$ cat config.mk
export PLATFORM = sky130hd
export DESIGN_NAME = pke_ctrl_front
export DESIGN_NICKNAME = d
export VERILOG_FILES = /design/src/rtl/pke_pkg.sv /design/src/rtl/pke_regs.sv /design/src/rtl/pke_seq.sv /design/src/rtl/pke_core_stub.sv /design/src/rtl/pke_sram.sv /design/src/rtl/pke_ctrl_front.sv
export SDC_FILE = /design/constraint.sdc
export NUM_CORES = 2
export LEC_CHECK = 0
export BUFFER_PORTS_ARGS = -buffer_cell sky130_fd_sc_hd__buf_2
export CAP_MARGIN = 20
export CORE_UTILIZATION = 53
export DETAILED_ROUTE_END_ITERATION = 8
export PLACE_DENSITY = 0.69
export SYNTH_ARGS = -nofsm -noshare
export SYNTH_HDL_FRONTEND = slang
export SYNTH_SLANG_ARGS = --single-unit
$ cat constraint.sdc
create_clock -name clk -period 4 [get_ports clk]
set_clock_uncertainty 0.15 [all_clocks]
set_input_delay 0.6 -clock clk [delete_from_list [all_inputs] [get_ports clk]]
set_output_delay 0.6 -clock clk [all_outputs]
set_load 0.05 [all_outputs]
$ cat src/rtl/pke_pkg.sv
package pke_pkg;
  localparam logic [9:0] OFS_CTRL  = 10'h000;
  localparam logic [9:0] OFS_MODE  = 10'h048;
  localparam logic [9:0] OFS_SRC   = 10'h04c;
  localparam logic [9:0] OFS_LEN   = 10'h050;
  localparam logic [9:0] OFS_PARAM = 10'h058;
  localparam logic [9:0] OFS_IEN   = 10'h3f8;
  localparam logic [9:0] OFS_STS   = 10'h3fc;

  localparam logic [1:0] MODE_ECC = 2'd2;
  localparam logic [1:0] MODE_RSA = 2'd3;

  typedef enum logic [1:0] {SQ_IDLE, SQ_LOAD, SQ_CORE} seq_st_t;
endpackage

$ cat src/rtl/pke_regs.sv
module pke_regs
  import pke_pkg::*;
(
  input  logic        clk,
  input  logic        rst_n,
  input  logic        reg_wr,
  input  logic [9:0]  reg_ofs,
  input  logic [31:0] wdata,
  output logic [31:0] rdata,
  input  logic        busy,
  input  logic        ev_cmp,
  input  logic        ev_rdy,
  output logic        start_pls,
  output logic        dma_sel,
  output logic [1:0]  op_mode,
  output logic        host_own,
  output logic [15:0] exp_bits,
  output logic [15:0] mod_bits,
  output logic [31:0] src_addr,
  output logic [15:0] xfer_len,
  output logic        irq,
  output logic        job_done
);
  // index 1 = ready (bus bit 2), index 0 = complete (bus bit 1)
  logic [1:0]  sts_q, sts_d, ien_q;
  logic        start_q, start_d, dma_q, host_q;
  logic [1:0]  mode_q;
  logic [31:0] src_q, param_q;
  logic [15:0] len_q;
  logic        wr_ctrl, wr_mode, wr_src, wr_len, wr_param, wr_ien, wr_sts;

  always_comb begin
    wr_ctrl  = reg_wr && (reg_ofs == OFS_CTRL);
    wr_mode  = reg_wr && (reg_ofs == OFS_MODE);
    wr_src   = reg_wr && (reg_ofs == OFS_SRC);
    wr_len   = reg_wr && (reg_ofs == OFS_LEN);
    wr_param = reg_wr && (reg_ofs == OFS_PARAM);
    wr_ien   = reg_wr && (reg_ofs == OFS_IEN);
    wr_sts   = reg_wr && (reg_ofs == OFS_STS);
    start_d  = wr_ctrl && wdata[0] && !busy;
    sts_d[1] = ev_rdy | (sts_q[1] & ~(wr_sts & wdata[2]));
    sts_d[0] = ev_cmp | (sts_q[0] & ~(wr_sts & wdata[1]));
  end

  always_ff @(posedge clk or negedge rst_n) begin
    if (!rst_n) begin
      start_q <= 1'b0;
      dma_q   <= 1'b0;
      mode_q  <= 2'd0;
      host_q  <= 1'b0;
      src_q   <= 32'd0;
      len_q   <= 16'd0;
      param_q <= 32'd0;
      ien_q   <= 2'd0;
      sts_q   <= 2'd0;
    end else begin
      start_q <= start_d;
      sts_q   <= sts_d;
      if (wr_ctrl)  dma_q   <= wdata[1];
      if (wr_mode)  begin
        mode_q <= wdata[5:4];
        host_q <= wdata[8];
      end
      if (wr_src)   src_q   <= wdata;
      if (wr_len)   len_q   <= wdata[15:0];
      if (wr_param) param_q <= wdata;
      if (wr_ien)   ien_q   <= wdata[2:1];
    end
  end

  always_comb begin
    unique case (reg_ofs)
      OFS_CTRL:  rdata = {30'd0, dma_q, 1'b0};
      OFS_MODE:  rdata = {23'd0, host_q, 2'd0, mode_q, 4'd0};
      OFS_SRC:   rdata = src_q;
      OFS_LEN:   rdata = {16'd0, len_q};
      OFS_PARAM: rdata = param_q;
      OFS_IEN:   rdata = {29'd0, ien_q, 1'b0};
      OFS_STS:   rdata = {29'd0, sts_q, 1'b0};
      default:   rdata = 32'd0;
    endcase
  end

  assign start_pls = start_q;
  assign dma_sel   = dma_q;
  assign op_mode   = mode_q;
  assign host_own  = host_q;
  assign src_addr  = src_q;
  assign xfer_len  = len_q;
  assign exp_bits  = param_q[31:16];
  assign mod_bits  = param_q[15:0];
  assign irq       = |(sts_q & ien_q);
  assign job_done  = &sts_q;

  AST_CMP_SET_BY_EVENT: assert property (@(posedge clk) disable iff (!rst_n)
    $rose(sts_q[0]) |-> $past(ev_cmp));
  AST_W1C_CLEARS: assert property (@(posedge clk) disable iff (!rst_n)
    $past(wr_sts && wdata[1] && !ev_cmp) |-> !sts_q[0]);
endmodule

$ cat src/rtl/pke_seq.sv
module pke_seq
  import pke_pkg::*;
(
  input  logic clk,
  input  logic rst_n,
  input  logic start_pls,
  input  logic dma_sel,
  input  logic ldr_done,
  input  logic core_done,
  output logic ldr_start,
  output logic core_go,
  output logic busy
);
  seq_st_t st_q, st_d;
  logic    ldr_q, ldr_d, go_q, go_d, dma_q, dma_d;

  always_comb begin
    st_d  = st_q;
    dma_d = dma_q;
    ldr_d = 1'b0;
    go_d  = 1'b0;
    unique case (st_q)
      SQ_IDLE: if (start_pls) begin
        dma_d = dma_sel;
        if (dma_sel) begin
          ldr_d = 1'b1;
          st_d  = SQ_LOAD;
        end else begin
          go_d = 1'b1;
          st_d = SQ_CORE;
        end
      end
      SQ_LOAD: if (ldr_done) begin
        go_d = 1'b1;
        st_d = SQ_CORE;
      end
      SQ_CORE: if (core_done) st_d = SQ_IDLE;
      default: st_d = SQ_IDLE;
    endcase
  end

  always_ff @(posedge clk or negedge rst_n) begin
    if (!rst_n) begin
      st_q  <= SQ_IDLE;
      ldr_q <= 1'b0;
      go_q  <= 1'b0;
      dma_q <= 1'b0;
    end else begin
      st_q  <= st_d;
      ldr_q <= ldr_d;
      go_q  <= go_d;
      dma_q <= dma_d;
    end
  end

  assign ldr_start = ldr_q;
  assign core_go   = go_q;
  assign busy      = (st_q != SQ_IDLE);

  AST_CORE_AFTER_LOAD: assert property (@(posedge clk) disable iff (!rst_n)
    (core_go && dma_q) |-> $past(ldr_done));
  AST_LOAD_FROM_IDLE: assert property (@(posedge clk) disable iff (!rst_n)
    ldr_start |-> ($past(st_q) == SQ_IDLE));
endmodule

$ cat src/rtl/pke_core_stub.sv
module pke_core_stub #(
  parameter int LAT = 16
) (
  input  logic clk,
  input  logic rst_n,
  input  logic go,
  output logic ev_cmp,
  output logic ev_rdy
);
  localparam int CW = $clog2(LAT + 1);

  logic [CW-1:0] cnt_q, cnt_d;
  logic          run_q, run_d, cmp_q, cmp_d, rdy_q, rdy_d;

  always_comb begin
    cnt_d = cnt_q;
    run_d = run_q;
    cmp_d = 1'b0;
    rdy_d = cmp_q;
    if (go) begin
      cnt_d = CW'(LAT);
      run_d = 1'b1;
    end else if (run_q) begin
      if (cnt_q == CW'(1)) begin
        cmp_d = 1'b1;
        run_d = 1'b0;
        cnt_d = '0;
      end else begin
        cnt_d = cnt_q - CW'(1);
      end
    end
  end

  always_ff @(posedge clk or negedge rst_n) begin
    if (!rst_n) begin
      cnt_q <= '0;
      run_q <= 1'b0;
      cmp_q <= 1'b0;
      rdy_q <= 1'b0;
    end else begin
      cnt_q <= cnt_d;
      run_q <= run_d;
      cmp_q <= cmp_d;
      rdy_q <= rdy_d;
    end
  end

  assign ev_cmp = cmp_q;
  assign ev_rdy = rdy_q;

  AST_CMP_NEEDS_RUN: assert property (@(posedge clk) disable iff (!rst_n)
    ev_cmp |-> $past(run_q));
endmodule

$ cat src/rtl/pke_sram.sv
module pke_sram #(
  parameter int DEPTH = 64,
  localparam int AW = $clog2(DEPTH)
) (
  input  logic          clk,
  input  logic          host_own,
  input  logic          h_we,
  input  logic [AW-1:0] h_addr,
  input  logic [31:0]   h_wdata,
  output logic [31:0]   h_rdata,
  input  logic          e_req,
  input  logic          e_we,
  input  logic [AW-1:0] e_addr,
  input  logic [31:0]   e_wdata,
  output logic [31:0]   e_rdata,
  output logic          e_gnt
);
  logic [31:0] mem [DEPTH];

  assign e_gnt = e_req && !host_own;

  always_ff @(posedge clk) begin
    if (host_own && h_we)    mem[h_addr] <= h_wdata;
    else if (e_gnt && e_we)  mem[e_addr] <= e_wdata;
  end

  assign h_rdata = host_own ? mem[h_addr] : 32'd0;
  assign e_rdata = e_gnt ? mem[e_addr] : 32'd0;
endmodule

$ cat src/rtl/pke_ctrl_front.sv
module pke_ctrl_front #(
  parameter int SRAM_WORDS = 64,
  parameter int CORE_LAT   = 16,
  localparam int SAW = $clog2(SRAM_WORDS)
) (
  input  logic           clk,
  input  logic           rst_n,
  input  logic           bus_sel,
  input  logic           bus_wr,
  input  logic [11:0]    bus_addr,
  input  logic [31:0]    bus_wdata,
  output logic [31:0]    bus_rdata,
  output logic           irq,
  output logic           job_done,
  output logic           ldr_start,
  input  logic           ldr_done,
  output logic [31:0]    dma_src,
  output logic [15:0]    dma_len,
  output logic [1:0]     op_mode,
  output logic [15:0]    exp_bits,
  output logic [15:0]    mod_bits,
  input  logic           eng_req,
  input  logic           eng_we,
  input  logic [SAW-1:0] eng_addr,
  input  logic [31:0]    eng_wdata,
  output logic [31:0]    eng_rdata,
  output logic           eng_gnt
);
  logic [1:0]  rst_sync;
  logic        rst_i_n;
  logic        reg_hit, sram_hit, reg_wr, sram_we;
  logic [31:0] reg_rdata, sram_rdata;
  logic        busy, start_pls, dma_sel, host_own;
  logic        core_go, ev_cmp, ev_rdy;

  always_ff @(posedge clk or negedge rst_n) begin
    if (!rst_n) rst_sync <= 2'b00;
    else        rst_sync <= {rst_sync[0], 1'b1};
  end
  assign rst_i_n = rst_sync[1];

  always_comb begin
    reg_hit  = !bus_addr[11] && !bus_addr[10];
    sram_hit = bus_addr[11] && ((bus_addr[10:2] >> SAW) == 9'd0) && (bus_addr[1:0] == 2'd0);
    reg_wr   = bus_sel && bus_wr && reg_hit;
    sram_we  = bus_sel && bus_wr && sram_hit;
    bus_rdata = sram_hit ? sram_rdata : (reg_hit ? reg_rdata : 32'd0);
  end

  pke_regs u_regs (
    .clk(clk), .rst_n(rst_i_n), .reg_wr(reg_wr), .reg_ofs(bus_addr[9:0]),
    .wdata(bus_wdata), .rdata(reg_rdata), .busy(busy), .ev_cmp(ev_cmp),
    .ev_rdy(ev_rdy), .start_pls(start_pls), .dma_sel(dma_sel), .op_mode(op_mode),
    .host_own(host_own), .exp_bits(exp_bits), .mod_bits(mod_bits),
    .src_addr(dma_src), .xfer_len(dma_len), .irq(irq), .job_done(job_done)
  );

  pke_seq u_seq (
    .clk(clk), .rst_n(rst_i_n), .start_pls(start_pls), .dma_sel(dma_sel),
    .ldr_done(ldr_done), .core_done(ev_rdy), .ldr_start(ldr_start),
    .core_go(core_go), .busy(busy)
  );

  pke_core_stub #(.LAT(CORE_LAT)) u_core (
    .clk(clk), .rst_n(rst_i_n), .go(core_go), .ev_cmp(ev_cmp), .ev_rdy(ev_rdy)
  );

  pke_sram #(.DEPTH(SRAM_WORDS)) u_sram (
    .clk(clk), .host_own(host_own), .h_we(sram_we), .h_addr(bus_addr[SAW+1:2]),
    .h_wdata(bus_wdata), .h_rdata(sram_rdata), .e_req(eng_req), .e_we(eng_we),
    .e_addr(eng_addr), .e_wdata(eng_wdata), .e_rdata(eng_rdata), .e_gnt(eng_gnt)
  );

  AST_ENG_HELD_OFF: assert property (@(posedge clk) disable iff (!rst_i_n)
    eng_gnt |-> !host_own);
  AST_NO_GO_WHILE_IDLE_LOAD: assert property (@(posedge clk) disable iff (!rst_i_n)
    ev_cmp |-> busy);
endmodule

# Yosys cells after proc, flatten, opt, wreduce, memory -nomap -nowiden
# Memory sizes are Yosys's and may differ from the RTL's.
# Index checks and enable logic that the tools add are counted.
word_totals:
  n_memories: 1
  out_inout_bits: 150
  ram_bits: 2048
  reg_bits: 103
  in_bits: 89
mem_list:
  columns: ["memory", "depth", "word_bits", "rd", "rd_clocked_by_memory_dff", "write_ports", "line_no", "text"]
  rows:
  - ["u_sram.mem", 64, 32, 2, 0, 1, "pke_sram.sv:18", "logic [31:0] mem [DEPTH];"]
classes:
  reduce_logical: 32
  n_eq_ne: 12
  bitwise_logic: 9
  muxes: 34
  addsub: 1
ops:
  columns: ["operator", "count"]
  rows:
  - ["one-hot mux 32 bit (7 select lines)", 1]
  - ["two-way mux 32 bit", 5]
  - ["equality test 10 x 7 -> 1 bit, second input constant", 4]
  - ["OR reduction 32 bit", 1]
  - ["equality test 10 bit, second input constant", 2]
  - ["logical AND 1 bit", 18]
  - ["two-way mux 1 bit", 18]
  - ["two-way mux 5 bit", 3]
  - ["logical NOT 10 bit", 1]
  - ["logical NOT 9 bit", 1]
  - ["two-way mux 2 bit", 4]
  - ["two-way mux 6 bit", 1]
  - ["inequality test 2 bit, second input constant", 3]
  - ["one-hot mux 2 bit (3 select lines)", 1]
  - ["equality test 5 x 1 -> 1 bit, second input constant", 1]
  - ["subtractor 5 x 1 -> 5 bit, second input constant", 1]
  - ["bitwise AND 1 bit", 4]
  - ["logical NOT 1 bit", 4]
  - ["logical NOT 2 bit", 2]
  - ["nonzero test 2 bit", 2]
  - ["AND reduction 3 bit", 1]
  - ["bitwise AND 2 bit", 1]
  - ["equality test 2 x 1 -> 1 bit, second input constant", 1]
  - ["equality test 2 bit, second input constant", 1]
  - ["5 further kinds", 7]

# Depth between registers and ports, before layout
logic_depth:
  word_depth: 9
  ltp_mapped: 11
  ltp_nobuf: 7

# Cells and area by module
# A second synthesis with hierarchy kept.
unflattened:
  cells_unflattened: 4859
  area_unflattened_um2: 100153.6
by_module_without_submodules:
  columns: ["mod", "area_per_inst_um2", "n_inst", "cells_each"]
  rows:
  - ["pke_sram", 94972.3, 1, 4479]
  - ["pke_regs", 4156.5, 1, 282]
  - ["pke_ctrl_front", 479.2, 1, 49]
  - ["pke_core_stub", 369.1, 1, 34]
  - ["pke_seq", 176.4, 1, 15]

# Least setup slack after synthesis
# Ideal clock, no wire load.
synth_timing:
  path_type: "input to output"
  start: "input port eng_addr[1]"
  end: "output port eng_rdata[18]"
  required_time_ps: 3250
  setup_slack_ps: -351
  cell_stages: 7
  t_arrival_ps: 3601
  cell_sequence: "buf_2 buf_4 buf_2 buf_1 mux4_2 mux2i_1 o311ai_0"
synth_between:
  elab_chain_len: 2
synth_rtl:
  columns: ["item", "line_no", "text"]
  rows:
  - ["start: declaration", "pke_ctrl_front.sv:24", "input logic [SAW-1:0] eng_addr,"]
  - ["memory (64 x 32 bit)", null, null]
  - ["two-way mux 32 bit", "pke_sram.sv:28", "assign e_rdata = e_gnt ? mem[e_addr] : 32'd0;"]
  - ["end: declaration", "pke_ctrl_front.sv:26", "output logic [31:0] eng_rdata,"]
# Every way passes these cells.

# Worst setup path after layout
layout_timing:
  start: "input port bus_addr[2]"
  end: "output port bus_rdata[3]"
layout_between:
  elab_chain_len: 4
  elab_cells_between_ends: 12
  cone_classes: "eq/ne: 6; mux: 4; reduce/logical: 1; memory: 1"
layout_rtl:
  columns: ["item", "line_no", "text"]
  rows:
  - ["start: declaration", "pke_ctrl_front.sv:10", "input logic [11:0] bus_addr,"]
  - ["branches (longest 3 deep; another with memory (64 x 32 bit))", null, null]
  - ["two-way mux 32 bit (*)", "pke_ctrl_front.sv:47", "bus_rdata = sram_hit ? sram_rdata : (reg_hit ? reg_rdata : 32'd0);"]
  - ["end: declaration", "pke_ctrl_front.sv:12", "output logic [31:0] bus_rdata,"]
# Mark *: on every way between the ends.

==> metrics.md <==
| Metric | Value |
|---|---|
| Status | `finished, violations left` |
| Failing checks | `DRC, setup timing` |
| Setup crit start | `bus_addr[2]` |
| Req. time, crit path | `3.25 ns` |
| Drt total wl | `352,000 um` |
| Cell Area, Synth | `100,000 um2` |
| Commonest register cell after synthesis | `edfxtp_1` |
| Num ports | `239` |
| CTS tree | `done` |
| Via density per instance | `7.34` |
| Post-DP HPWL | `230,000 um` |
| Gpl congestion | `0.961` |
| Share of cells above drive strength 1 | `36.6%` |
| Detailed Route Iter0 Violations | `10,630` |
| Endpoint class of the critical path | `output pin` |
| Core Footprint | `188,000 um2` |
| Final core occ | `63.8%` |
| Total leakage power | `40.5 nW` |
| R2R Path Start | `u_regs.host_own$_DFFE_PN0P_` |
| Final WS setup | `-0.120 ns` |
| Setup Viol. Count Final | `11` |
| WL/cell | `39.7 um` |
| Max frequency | `0.243 GHz` |
| Yosys cell types | `72` |
| Yosys warns | `0` |
| Yosys top cell by area | `edfxtp_1` |
| Commonest cells in the synthesized netlist | `edfxtp_1 (2,048), mux4_2 (809), mux2i_1 (638)` |
| Row Count | `159` |
| Max-slew headroom | `28.3%` |
| Clock Latency Late Sink | `0.87 ns` |
| Largest net degree at the start of global routing | `74` |
| Final Slew Violations | `0` |
| Post-DRT Antenna Nets | `0` |
| Placed instance area | `112,000 um2` |
| CP peak stage delay | `0.89 ns` |
| GRT Overall Usage | `36.6%` |
| Pwr/cell area | `425 nW/um2` |
| Vias in the first global route | `63,869` |
| Post-synth top area share | `61.4%` |
| Hold WS | `0.144 ns` |
| Antenna violations before repair | `14` |
| Setup TNS | `-0.378 ns` |
| CTS H-tree depth | `4` |
| Crit path cell chain | `buf_12, buf_12, and2b_4, buf_12, and4_4, buf_12, a222oi_1, o221ai_1, buf_4, buf_12` |
| Post-synth EDFFs | `2,048` |
| GRT overflow | `0` |
| Worst path most repeated cell | `buf_12` |
| Asr flop ratio synth | `4.79%` |
| Most common cell in the netlist | `edfxtp_1` |
| Full die area | `191,000 um2` |
| Largest fanout on the critical path | `31` |
| Die Wd | `437 um` |
| Mapped Cells | `5,426` |
| Synth top area cells | `edfxtp_1 (61%), mux4_2 (18%), mux2i_1 (6.4%)` |
| CP max-delay cell | `a222oi_1` |
| Syn Nets | `5,517` |
| Layout net count | `6,277` |
| RSZ-0062 raised after global routing | `yes` |
| CP arrival | `3.37 ns` |
| Max Cap Viol | `0` |
| Via count | `65,180` |
| Hold Fails Final Rpt | `0` |
| P&R area growth vs syn | `19.6%` |
| 1st-pass router iterations | `8` |
| Crit path kind | `in2out` |
| PortBufs | `238` |
| Cell family with most CP delay | `compound AO/OA/AOI/OAI gates` |
| Critical path launch point type | `input pin` |
| Final worst-path cycle share | `103%` |
| Actual slew at the worst max-slew pin | `1.08 ns` |
| Maximum vdd drop | `0.000476 V` |
| Initial Util | `53.3%` |
| Yosys reg bits | `2,151` |
| Max clock buf depth | `3` |
| Clock slew at reported path FFs | `0.06 ns` |
| Drc violations | `160` |
| Die H | `437 um` |
| Syn_area_per_cell | `18.5 um2` |
| HP Class | `in2reg` |
| Seq/Total Area, Yosys | `64.0%` |
| Clk sinks | `2,151` |
| Worst Path Buf+Inv | `6` |
| Clk root buf | `clkbuf_16` |
| Num CTS Buffers | `213` |
| HP Start | `bus_addr[11]` |
| First-pass GRT wire length | `488,000 um` |
| Post-route cell area | `120,000 um2` |
| Final min period | `4.12 ns` |
| Setup Slack @ Placement | `-0.350 ns` |
[area by class of cell]
class,count,area (um2)
diodes,9,22.5
clock inverters,137,1530
well taps,2495,3120
clock buffers,264,5600
multi-input cells,2852,34800
fillers,12754,68000
flip-flops and latches,2151,64100
inverters,6,26.3
repair buffers,962,10600
[kinds of logic after synthesis]
family | after synthesis | share of synthesized area [%]
adder cells (fa/ha/maj) | 2 | 0.0250
buffers and inverters | 423 | 2.22
other | 1 | 0.00374
flip-flops | 2151 | 64.0
multiplexers | 1569 | 25.9
AND/OR/NAND/NOR | 565 | 2.65
AO/OA/AOI/OAI | 715 | 5.18
[through the flow]
step	instances	power (mW)
2_1_floorplan	5426	28.3
3_3_place_gp	8413	30.4
3_5_place_dp	8413	30.5
4_1_cts	8849	50.8
5_1_grt	8868	52.0
6_report	8876	51.0
[metal layers]
metal	share of wire (%)	vias up	track usage, %	routed length, um
li1	-	24704	-	-
met1	34	33699	46.8	118000
met2	45	5633	55.2	159000
met3	14	1138	10.7	48100
met4	7.6	6	23.3	26700
met5	0.049	-	0.554	171
[flip-flops by register name, indices dropped and copies added (netlist names), 2 cells and up]
register / flops
rst_sync: 2
u_core.cnt_q: 5
u_regs.ien_q: 2
u_regs.op_mode: 2
u_regs.param_q: 32
u_regs.src_addr: 32
u_regs.sts_q: 2
u_regs.xfer_len: 16
u_seq.st_q: 2
u_sram.mem: 2048
[worst register-to-register path: stages (launching register included)]
cell	delay, ns
dfrtp_1	0.45
nand2b_2	0.31
inv_4	0.15
nand2_2	0.29
mux2i_1	0.56
nand2_1	0.49
buf_12	0.30
nor2_4	0.14
buf_4	0.33
[where the power goes]
group / internal, mW / switching (mW)
clock network: 11.8 / 8.90
registers: 25.0 / 0.0998
logic: 2.07 / 3.13
[layout by cell type (no fill, tap or decap), types with 37 or more instances in the layout]
master and n:
nand2_1 136, buf_12 273, nor2_1 48, buf_2 181, mux2_2 104, nor2_4 65, nand2_2 37, edfxtp_1 2048
nand3_1 149, a22oi_1 353, a21oi_1 45, o21ai_0 67, clkinv_1 45, clkbuf_16 219, clkbuf_1 44, dfrtp_1 102
a221oi_1 43, mux4_2 809, buf_4 449, mux2i_1 635
[final timing paths]
kind / end / slack (ns) / cells past startpoint
max: bus_rdata[3] / -0.12 / 10
min: u_regs.start_pls$_DFF_PN0_ / 0.14 / 4
max reg2reg: u_sram.mem[31][0]$_DFFE_PP_ / 0.48 / 8
min reg2reg: rst_sync[1]$_DFF_PN0_ / 0.22 / 0
max in group asynchronous: u_regs.src_addr[30]$_DFFE_PN0P_ / 2.38 / 1
min in group asynchronous: u_core.cnt_q[4]$_DFFE_PN0P_ / 0.33 / 0
[what timing repair did]
item	4_1_cts	5_1_grt
hold buffers	35	0
pin swaps	5	13
setup buffers	0	15
resized for setup	66	49
gates cloned	0	5
endpoints found under the hold margin	94	0
setup endpoints to repair	59	29
No activity file was read; power rests on OpenSTA's default activity.
